`src/rtl/prbs_err_classifier.sv`:
```
module prbs_err_classifier #(
  parameter int DEPTH = 1024,
  parameter int BIT_W = 48,
  parameter int ERR_W = 32,
  parameter int PASS_W = 10,
  parameter int K_W = 4,
  parameter int LOCK_RUN = 64,
  parameter int unsigned PRBS_PERIOD = 32'h7FFF_FFFF
) (
  input  logic              clk,
  input  logic              rst_n,
  input  logic              clr,
  input  logic              in_vld,
  input  logic              in_bit,
  input  logic              cfg_mem_mode,
  input  logic [$clog2(DEPTH):0]   cfg_pat_len,
  input  logic [K_W-1:0]    cfg_per_k,
  input  logic [PASS_W-1:0] cfg_passes,
  input  logic              pat_we,
  input  logic [$clog2(DEPTH)-1:0] pat_addr,
  input  logic              pat_wbit,
  output logic              err_bit,
  output logic              locked,
  output logic              done,
  output logic [BIT_W-1:0]  bit_cnt,
  output logic [ERR_W-1:0]  err_cnt,
  output logic [ERR_W-1:0]  rand_cnt,
  output logic [ERR_W-1:0]  burst_cnt,
  output logic              burst_flag,
  output logic              per_flag,
  output logic [BIT_W-1:0]  per_gap,
  output logic [PASS_W-1:0] pass_cnt
);
  localparam int AW = $clog2(DEPTH);
  localparam int LW = AW + 1;
  localparam int RUN_W = $clog2(LOCK_RUN + 1);

  logic [DEPTH-1:0] mem;
  logic [30:0] lfsr;
  logic [4:0] seed_n;
  logic seeded;
  logic [RUN_W-1:0] run;
  logic [31:0] pos;
  logic e1, e2, sp1, have_err;
  logic [BIT_W-1:0] last_idx, last_gap;
  logic [K_W-1:0] streak;

  always_ff @(posedge clk) if (pat_we) mem[pat_addr] <= pat_wbit;

  wire prbs_ref = lfsr[30] ^ lfsr[27];
  wire ref_bit  = cfg_mem_mode ? mem[pos[AW-1:0]] : prbs_ref;
  wire miss     = in_bit ^ ref_bit;
  wire cmp      = in_vld && locked && !done;
  wire hunt     = in_vld && !locked && (cfg_mem_mode || seeded);
  wire seeding  = in_vld && !locked && !cfg_mem_mode && !seeded;
  wire [K_W-1:0] k_eff = (cfg_per_k == '0) ? K_W'(3) : cfg_per_k;
  wire [31:0] len32 = {{(32-LW){1'b0}}, cfg_pat_len};
  wire at_last  = cfg_mem_mode ? (pos == len32 - 32'd1) : (pos == PRBS_PERIOD - 32'd1);
  wire [31:0] pos_next = at_last ? 32'd0 : pos + 32'd1;
  wire [BIT_W-1:0] gap = bit_cnt - last_idx;
  wire gap_ok   = have_err && (gap >= BIT_W'(2));
  wire same     = gap_ok && (gap == last_gap);
  wire [K_W-1:0] new_streak = same ? ((&streak) ? streak : streak + K_W'(1))
                                   : (gap_ok ? K_W'(1) : K_W'(0));
  wire run_full = (run + RUN_W'(1)) == RUN_W'(LOCK_RUN);
  wire m0       = (in_bit == mem[0]);
  wire burst_hit = miss && e1 && !e2;
  wire rand_hit  = e1 && !e2 && !miss && !sp1;
  wire per_hit   = miss && gap_ok && (new_streak >= k_eff) && !per_flag;

  always_ff @(posedge clk or negedge rst_n) begin
    if (!rst_n) begin
      lfsr <= '0; seed_n <= '0; seeded <= 1'b0; run <= '0; pos <= '0;
      locked <= 1'b0; done <= 1'b0; err_bit <= 1'b0;
      bit_cnt <= '0; err_cnt <= '0; rand_cnt <= '0; burst_cnt <= '0;
      burst_flag <= 1'b0; per_flag <= 1'b0; per_gap <= '0; pass_cnt <= '0;
      e1 <= 1'b0; e2 <= 1'b0; sp1 <= 1'b0; have_err <= 1'b0;
      last_idx <= '0; last_gap <= '0; streak <= '0;
    end else if (clr) begin
      lfsr <= '0; seed_n <= '0; seeded <= 1'b0; run <= '0; pos <= '0;
      locked <= 1'b0; done <= 1'b0; err_bit <= 1'b0;
      bit_cnt <= '0; err_cnt <= '0; rand_cnt <= '0; burst_cnt <= '0;
      burst_flag <= 1'b0; per_flag <= 1'b0; per_gap <= '0; pass_cnt <= '0;
      e1 <= 1'b0; e2 <= 1'b0; sp1 <= 1'b0; have_err <= 1'b0;
      last_idx <= '0; last_gap <= '0; streak <= '0;
    end else begin
      err_bit <= cmp && miss;
      if (seeding) begin
        lfsr <= {lfsr[29:0], in_bit};
        seed_n <= seed_n + 5'd1;
        if (seed_n == 5'd30) seeded <= 1'b1;
      end
      if (hunt) begin
        if (!cfg_mem_mode) lfsr <= {lfsr[29:0], in_bit};
        if (!miss) begin
          run <= run + RUN_W'(1);
          if (cfg_mem_mode) pos <= pos_next;
          if (run_full) begin
            locked <= 1'b1;
            if (!cfg_mem_mode) pos <= '0;
          end
        end else if (cfg_mem_mode && m0) begin
          run <= RUN_W'(1);
          pos <= (len32 == 32'd1) ? 32'd0 : 32'd1;
        end else begin
          run <= '0;
          if (cfg_mem_mode) pos <= '0;
        end
      end
      if (cmp) begin
        if (!cfg_mem_mode) lfsr <= {lfsr[29:0], prbs_ref};
        pos <= pos_next;
        bit_cnt <= (&bit_cnt) ? bit_cnt : bit_cnt + BIT_W'(1);
        if (at_last) begin
          pass_cnt <= (&pass_cnt) ? pass_cnt : pass_cnt + PASS_W'(1);
          if (cfg_passes != '0 && pass_cnt + PASS_W'(1) == cfg_passes) done <= 1'b1;
        end
        e1 <= miss;
        e2 <= e1;
        sp1 <= miss && same;
        if (miss) begin
          err_cnt <= (&err_cnt) ? err_cnt : err_cnt + ERR_W'(1);
          last_idx <= bit_cnt;
          have_err <= 1'b1;
          last_gap <= have_err ? gap : '0;
          streak <= new_streak;
        end
        if (burst_hit) begin
          burst_cnt <= (&burst_cnt) ? burst_cnt : burst_cnt + ERR_W'(1);
          burst_flag <= 1'b1;
        end
        if (rand_hit) rand_cnt <= (&rand_cnt) ? rand_cnt : rand_cnt + ERR_W'(1);
        if (per_hit) begin
          per_flag <= 1'b1;
          per_gap <= gap;
        end
      end
    end
  end

  p_err_locked_r1: assert property (@(posedge clk) disable iff (!rst_n)
    err_bit |-> locked && err_cnt != '0);
  p_lock_hold_r2: assert property (@(posedge clk) disable iff (!rst_n)
    (locked && !clr) |=> locked);
  p_unlocked_quiet_r4: assert property (@(posedge clk) disable iff (!rst_n)
    (!locked && !clr) |=> $stable(bit_cnt) && $stable(err_cnt));
  p_burst_sticky_r5: assert property (@(posedge clk) disable iff (!rst_n)
    (burst_flag && !clr) |=> burst_flag && burst_cnt != '0);
  p_rand_le_err_r6: assert property (@(posedge clk) disable iff (!rst_n)
    rand_cnt <= err_cnt);
  p_per_gap_r7: assert property (@(posedge clk) disable iff (!rst_n)
    per_flag |-> per_gap >= BIT_W'(2));
  p_done_freeze_r8: assert property (@(posedge clk) disable iff (!rst_n)
    (done && !clr) |=> done && $stable(bit_cnt) && $stable(err_cnt) && $stable(pass_cnt));
  p_no_wrap_r9: assert property (@(posedge clk) disable iff (!rst_n)
    !clr |=> bit_cnt >= $past(bit_cnt) && err_cnt >= $past(err_cnt) && burst_cnt >= $past(burst_cnt));
  p_clr_r10: assert property (@(posedge clk) disable iff (!rst_n)
    clr |=> !locked && !done && bit_cnt == '0 && err_cnt == '0 && !per_flag);
endmodule

```
`config.mk`:
```
export PLATFORM = sky130hd
export DESIGN_NAME = prbs_err_classifier
export DESIGN_NICKNAME = d
export VERILOG_FILES = /design/src/rtl/prbs_err_classifier.sv
export SDC_FILE = /design/constraint.sdc
export NUM_CORES = 2
export LEC_CHECK = 0
export BUFFER_PORTS_ARGS = -buffer_cell sky130_fd_sc_hd__clkbuf_2
export CORE_UTILIZATION = 60
export DETAILED_ROUTE_END_ITERATION = 10
export HOLD_SLACK_MARGIN = 0.12
export PLACE_DENSITY = 0.77
export RECOVER_POWER = 100
export SETUP_SLACK_MARGIN = 0.05
export SYNTH_ARGS = -nofsm -noshare
export SYNTH_HDL_FRONTEND = slang
export SYNTH_SLANG_ARGS = --single-unit
```
`constraint.sdc`:
```
create_clock -name clk -period 12.1 [get_ports clk]
set_input_delay 1.815 -clock clk [delete_from_list [all_inputs] [get_ports clk]]
set_output_delay 1.815 -clock clk [all_outputs]
set_load 0.02 [all_outputs]
```
* Word level (Yosys, flattened, before mapping)
Index checks and enable logic that the tools add are counted.
Storage, ports and cells: flip-flop bits (word level) 1411, input port bits 43, output and inout bits 207, logic and storage cells 212
Cells by class: $add $sub $neg 11, magnitude comparators 5, equality and inequality tests 15, muxes and demuxes 93, bitwise operators 2, reductions and logical operators 62
Operator list (number):
- $bwmux 1024 | 1
- $mux 32 | 22
- $mux 48 | 13
- $mux 31 | 6
- $add 32x1->32 const B | 4
- $reduce_and 32->1 | 3
- $add 48x1->48 const B | 1
- $eq 48x48->1 | 1
- $ge 48x2->1 const B | 1
- $reduce_and 48->1 | 1
- $sub 48x48->48 | 1
- $mux 10 | 4
- $mux 1 | 34
- $eq 32x31->1 const B | 1
- $eq 32x32->1 | 1
- $mux 4 | 6
- $lt 10x11->1 const B | 2
- $reduce_bool 2->1 | 11
- $logic_and 1x1->1 | 21
- $mux 7 | 3
- $reduce_and 3->1 | 6
- $ne 2x2->1 const B | 6
- $reduce_and 2->1 | 6
- $sub 11x1->12 const B | 1
- other kinds (23) | 32

* Longest topological paths before layout
depth in word-level cells 11, mapped depth 26, depth with buffers taken out 22

* Least setup slack after synthesis
OpenSTA, ideal clock, no wires.
path type reg-to-reg, from reg bit_cnt[0], to reg per_gap[12], setup time 0.125 ns, data arrival time 5.611 ns, data required time 11.975 ns, path slack 6.364 ns, cell stages (with the launch flop) 25, buffers on the path 3, clock period less this slack 5.736 ns, path through dfrtp_1 inv_1 ha_1 inv_1 fa_1 a21o_1 a221o_1 buf_4 a21oi_2 a2111oi_0 or3_1 clkbuf_1 a2111oi_0 nand4_1 or4b_1 nor4_4 a21bo_2 ha_1 nand2b_1 a21o_1 a21oi_1 nor2b_1 o2111ai_2 buf_2 mux2_2
On the way: longest elaborated chain between the ends 10, elaborated cells between the ends (all ways) 16, those cells by class 1 x add/sub; 2 x order compare; 1 x eq/ne; 5 x mux; 7 x reduce/logical
Ends and longest elaborated chain:
- from (decl) | RTL line 25 | output logic [BIT_W-1:0] bit_cnt,
- from (signal assigned) | RTL line 113 | bit_cnt <= (&bit_cnt) ? bit_cnt : bit_cnt + BIT_W'(1);
- $sub 48x48->48 (*) | RTL line 60 | wire [BIT_W-1:0] gap = bit_cnt - last_idx;
- $ge 48x2->1 | RTL line 61 | wire gap_ok = have_err && (gap >= BIT_W'(2));
- $logic_and 1x1->1 | RTL line 61
- $mux 1 or $logic_and 1x1->1 (tied branches) | RTL line 64, 62
- $mux 4 | RTL line 63 | wire [K_W-1:0] new_streak = same ? ((&streak) ? streak : streak + K_W'(1))
- $ge 4x4->1 | RTL line 69 | wire per_hit = miss && gap_ok && (new_streak >= k_eff) && !per_flag;
- $logic_and 1x1->1 (2 in series) | RTL line 69
- $reduce_bool 2->1 (no line)
- $reduce_and 2->1 (no line)
- to (signal assigned) | RTL line 135 | per_gap <= gap;
- to (decl) | RTL line 31 | output logic [BIT_W-1:0] per_gap,
Mark *: on every way between the ends. The rest lies on a longest branch, timed or not. The select of a mux whose other input is x is not followed. A chain may end at the register's enable or synchronous reset.

* Final worst setup path
from in clr, to reg pos[5]
On the way: longest elaborated chain between the ends 2, elaborated cells between the ends (all ways) 4, those cells by class 1 x eq/ne; 1 x mux; 2 x reduce/logical
Ends and longest elaborated chain:
- from (decl) | RTL line 12 | input logic clr,
- $ne 5x3->1 (no line) or $reduce_bool 3->1 (tied branches)
- $reduce_and 2->1 (no line)
- to (signal assigned) | RTL line 97 | if (cfg_mem_mode) pos <= pos_next;
- to (signal assigned) | RTL line 104 | pos <= (len32 == 32'd1) ? 32'd0 : 32'd1;
- to (signal assigned) | RTL line 112 | pos <= pos_next;
- to (decl) | RTL line 43 | logic [31:0] pos;
Parallel ways exist; a longest one is shown, timed or not.

==> results.tsv <==
stage	metric	value	unit
place	placed cell areas	71600	µm²
synth	Syn Area/Cell	11.5	µm²
floorplan	DIE HEIGHT	343	µm
critical_path	Worst setup SP type	input pin	
finish	most common cell after layout, fill and taps aside	nor2_1	
floorplan	Top Ports	250	
critical_path	crit-path max FO	79	
sta	max-slew violations	1421	
synth	post-synth top area share	44.2	%
place	post-detail-place hpwl	119	mm
sta	Slew headroom	-364	%
critical_path	kind of critical path	in -> reg	
clocking	CTS buffer count	145	
global_route	gr ovfl total	0	
finish	most frequent cells in the layout	1,414 x nor2_1, 1,024 x edfxtp_1, 450 x nand2_1	
global_route	number of global-route vias before repair	48270	
floorplan	Initial Utilization	60.7	%
hold_path	min-delay worst type	reg -> reg	
synth	leading area contributor after synthesis	edfxtp_1	
place	routability cong.	0.966	
clocking	cts repair resizes	0	
sta	setup TNS	0	ns
run_status	status	complete, but fails checks	
floorplan	Core Rows	124	
routing	1st-iter DRT viols	6874	
critical_path	CP arrival	9.49	ns
finish	layout cells sized above 1	10.3	%
synth	synth warn	0	
pwr	Pwr Total	10.4	mW
sta	RSZ-0062 raised after global routing	false	
global_route	antenna violations before repair	6	
routing	DR vias/cell	6.57	
global_route	first-pass GRT wire length	297	mm
floorplan	Die X	343	µm
clocking	Post-CTS Hold Buffers	0	
clocking	root buffer cell	clkbuf_16	
routing	TritonRoute pass-1 iters	9	
clocking	clock slew at reported path FFs	0.06	ns
routing	Post-DRT Antenna Nets	0	
finish	Synth-to-Final Area Change	9.13	%
finish	nets@finish	6156	
clocking	CTS tree	done	
pwr	Pwr Density	137	nW/µm²
clocking	Setup Fix Bufs, Post-CTS	0	
synth	largest cells by area after synthesis	edfxtp_1 44%, dfrtp_1 14%, nor2_1 7.6%	
synth	Yosys reg bits	1411	
synth	Syn Std Cell Area	69600	µm²
synth	Post-Syn Instances	6029	
sta	Final period util	73.3	%
floorplan	core area	115000	µm²
pwr	Pleak	25.9	nW
floorplan	Die ar.	117000	µm²
global_route	Tot GR Track Use	33.9	%
pwr	peak supply drop	0.156	mV
global_route	largest net degree at the start of global routing	288	
finish	Fill cells	8520	
clocking	# H-tree levels	4	
sta	Worst Max-Slew Pin Slew	6.97	ns
place	# port buffers	249	
sta	Fin. Hold Viols	0	
sta	Max Fclk	113	MHz
synth	number of flops mapped to enable cells by yosys	1024	
sta	final-report setup violation count	0	
finish	post-route cell area	75900	µm²
critical_path	critical path capture point type	flop	
sta	final worst clock skew	0.0479	ns
routing	routed vias	50417	
synth	Synth cell types	96	
synth	Seq/Total Area, Yosys	58.1	%
critical_path	Critical Path RT	12.73	ns
synth	ys async rst share	27.4	%
run_status	failing checks	design-rule violations, max-capacitance violations, max-slew violations	
run	max cap viols	31	
routing	wirelength, routed	201	mm
clocking	clk sinks	1411	
sta	fin crit period	8.86	ns
clocking	clock latency on the worst-skew pair	0.77	ns
routing	WL/cell	26.2	µm
synth	Mapped Nets	6137	
synth	Main synth FF type	edfxtp_1	
clocking	clk buf depth	3	
routing	# DRC	33	
[final cells by class]
cell class / instances / area, µm² / share of cell area (%)
sequential: 1411 / 40400 / 53.3
multi-input combinational: 4049 / 26800 / 35.3
clock buffer: 183 / 3940 / 5.18
tap: 1512 / 1890 / 2.49
timing repair buffer: 341 / 1630 / 2.15
clock inverter: 78 / 850 / 1.12
inverter: 100 / 375 / 0.494
antenna: 3 / 7.51 / 0.00989
[worst max-delay path, stage by stage]
cell,delay [ns]
clkbuf_1,1.89
clkbuf_1,1.73
clkbuf_1,2.54
a21oi_1,0.90
a32o_1,0.53
[power by group]
group | switching, mW | total [mW] | internal, mW
registers | 0.0161 | 5.23 | 5.21
logic | 0.402 | 0.589 | 0.187
clock network | 1.90 | 4.55 | 2.65
total | 2.32 | 10.4 | 8.05
[worst paths after layout]
path / slack (ns) / cells past startpoint / to / start
max in group asynchronous: 6.01 / 1 / last_gap[33]$_DFFE_PN0P_ / rst_n
hold / removal: 0.49 / 2 / last_gap[15]$_DFFE_PN0P_ / last_gap[15]$_DFFE_PN0P_
setup / recovery: 3.24 / 5 / pos[5]$_DFFE_PN0P_ / clr
hold reg to reg: 0.49 / 2 / last_gap[15]$_DFFE_PN0P_ / last_gap[15]$_DFFE_PN0P_
min in group asynchronous: 2.97 / 1 / last_idx[10]$_DFFE_PN0P_ / rst_n
setup reg to reg: 3.34 / 16 / burst_cnt[19]$_DFFE_PN0P_ / pos[0]$_DFFE_PN0P_
[state kept, by name, summed over array words and instances (netlist names), 4 cells and up]
name and flops:
rand_cnt 32, bit_cnt 48, pass_cnt 10, streak 4, err_cnt 32, last_idx 48, per_gap 48, run 7
mem 1024, burst_cnt 32, seed_n 5, last_gap 48, lfsr 31, pos 32
[synth_stat cells, drive strengths merged, types with 24 or more instances]
master and instances:
inv 97, nor3 69, nand2 450, nand3 162, clkbuf 302, ha 64, or3 38, edfxtp 1024
xnor2 123, a22oi 49, a211oi 25, and3 69, mux2 49, xor2 121, a21oi 193, nor4 41
o31ai 51, nor2b 53, a22o 24, buf 167, mux2i 174, nand2b 27, a21o 31, o21ai 139
nand4 84, dfrtp 387, and2 39, mux4 221, nor2 1415, a221oi 30
[metal layers]
metal  track usage, %  routed length (µm)  share of wire [%]  up-vias
li1                 -                   -                  -    21815
met1             44.8               73900                 37    25021
met2             54.7               95400                 47     2999
met3             5.92               21600                 11      578
met4             16.7               10300                5.1        4
met5                0                  33              0.016        -
[stage by stage]
step | hold slack, ns | util, % | worst slack [ns] | std cells
floorplan | 0.450 | - | 6.36 | 6029
global placement | 0.465 | 62.5 | 5.14 | 7413
detailed placement | 0.476 | 62.5 | 5.11 | 7413
CTS | 0.489 | 66.7 | 5.05 | 7674
global route | 0.510 | 66.2 | 2.67 | 7677
finish | 0.488 | 66.2 | 3.24 | 7677
[logic make-up after synthesis]
| kind of cell | Yosys count | synth area share (%) |
|---|---|---|
| simple gates | 2543 | 16.0 |
| flops | 1411 | 58.1 |
| buf+inv | 569 | 3.56 |
| mux | 444 | 10.5 |
| xor+xnor | 255 | 3.43 |
| compound gates | 742 | 7.22 |
| fa+ha+maj | 65 | 1.18 |
No activity file was read; power rests on OpenSTA's default activity.
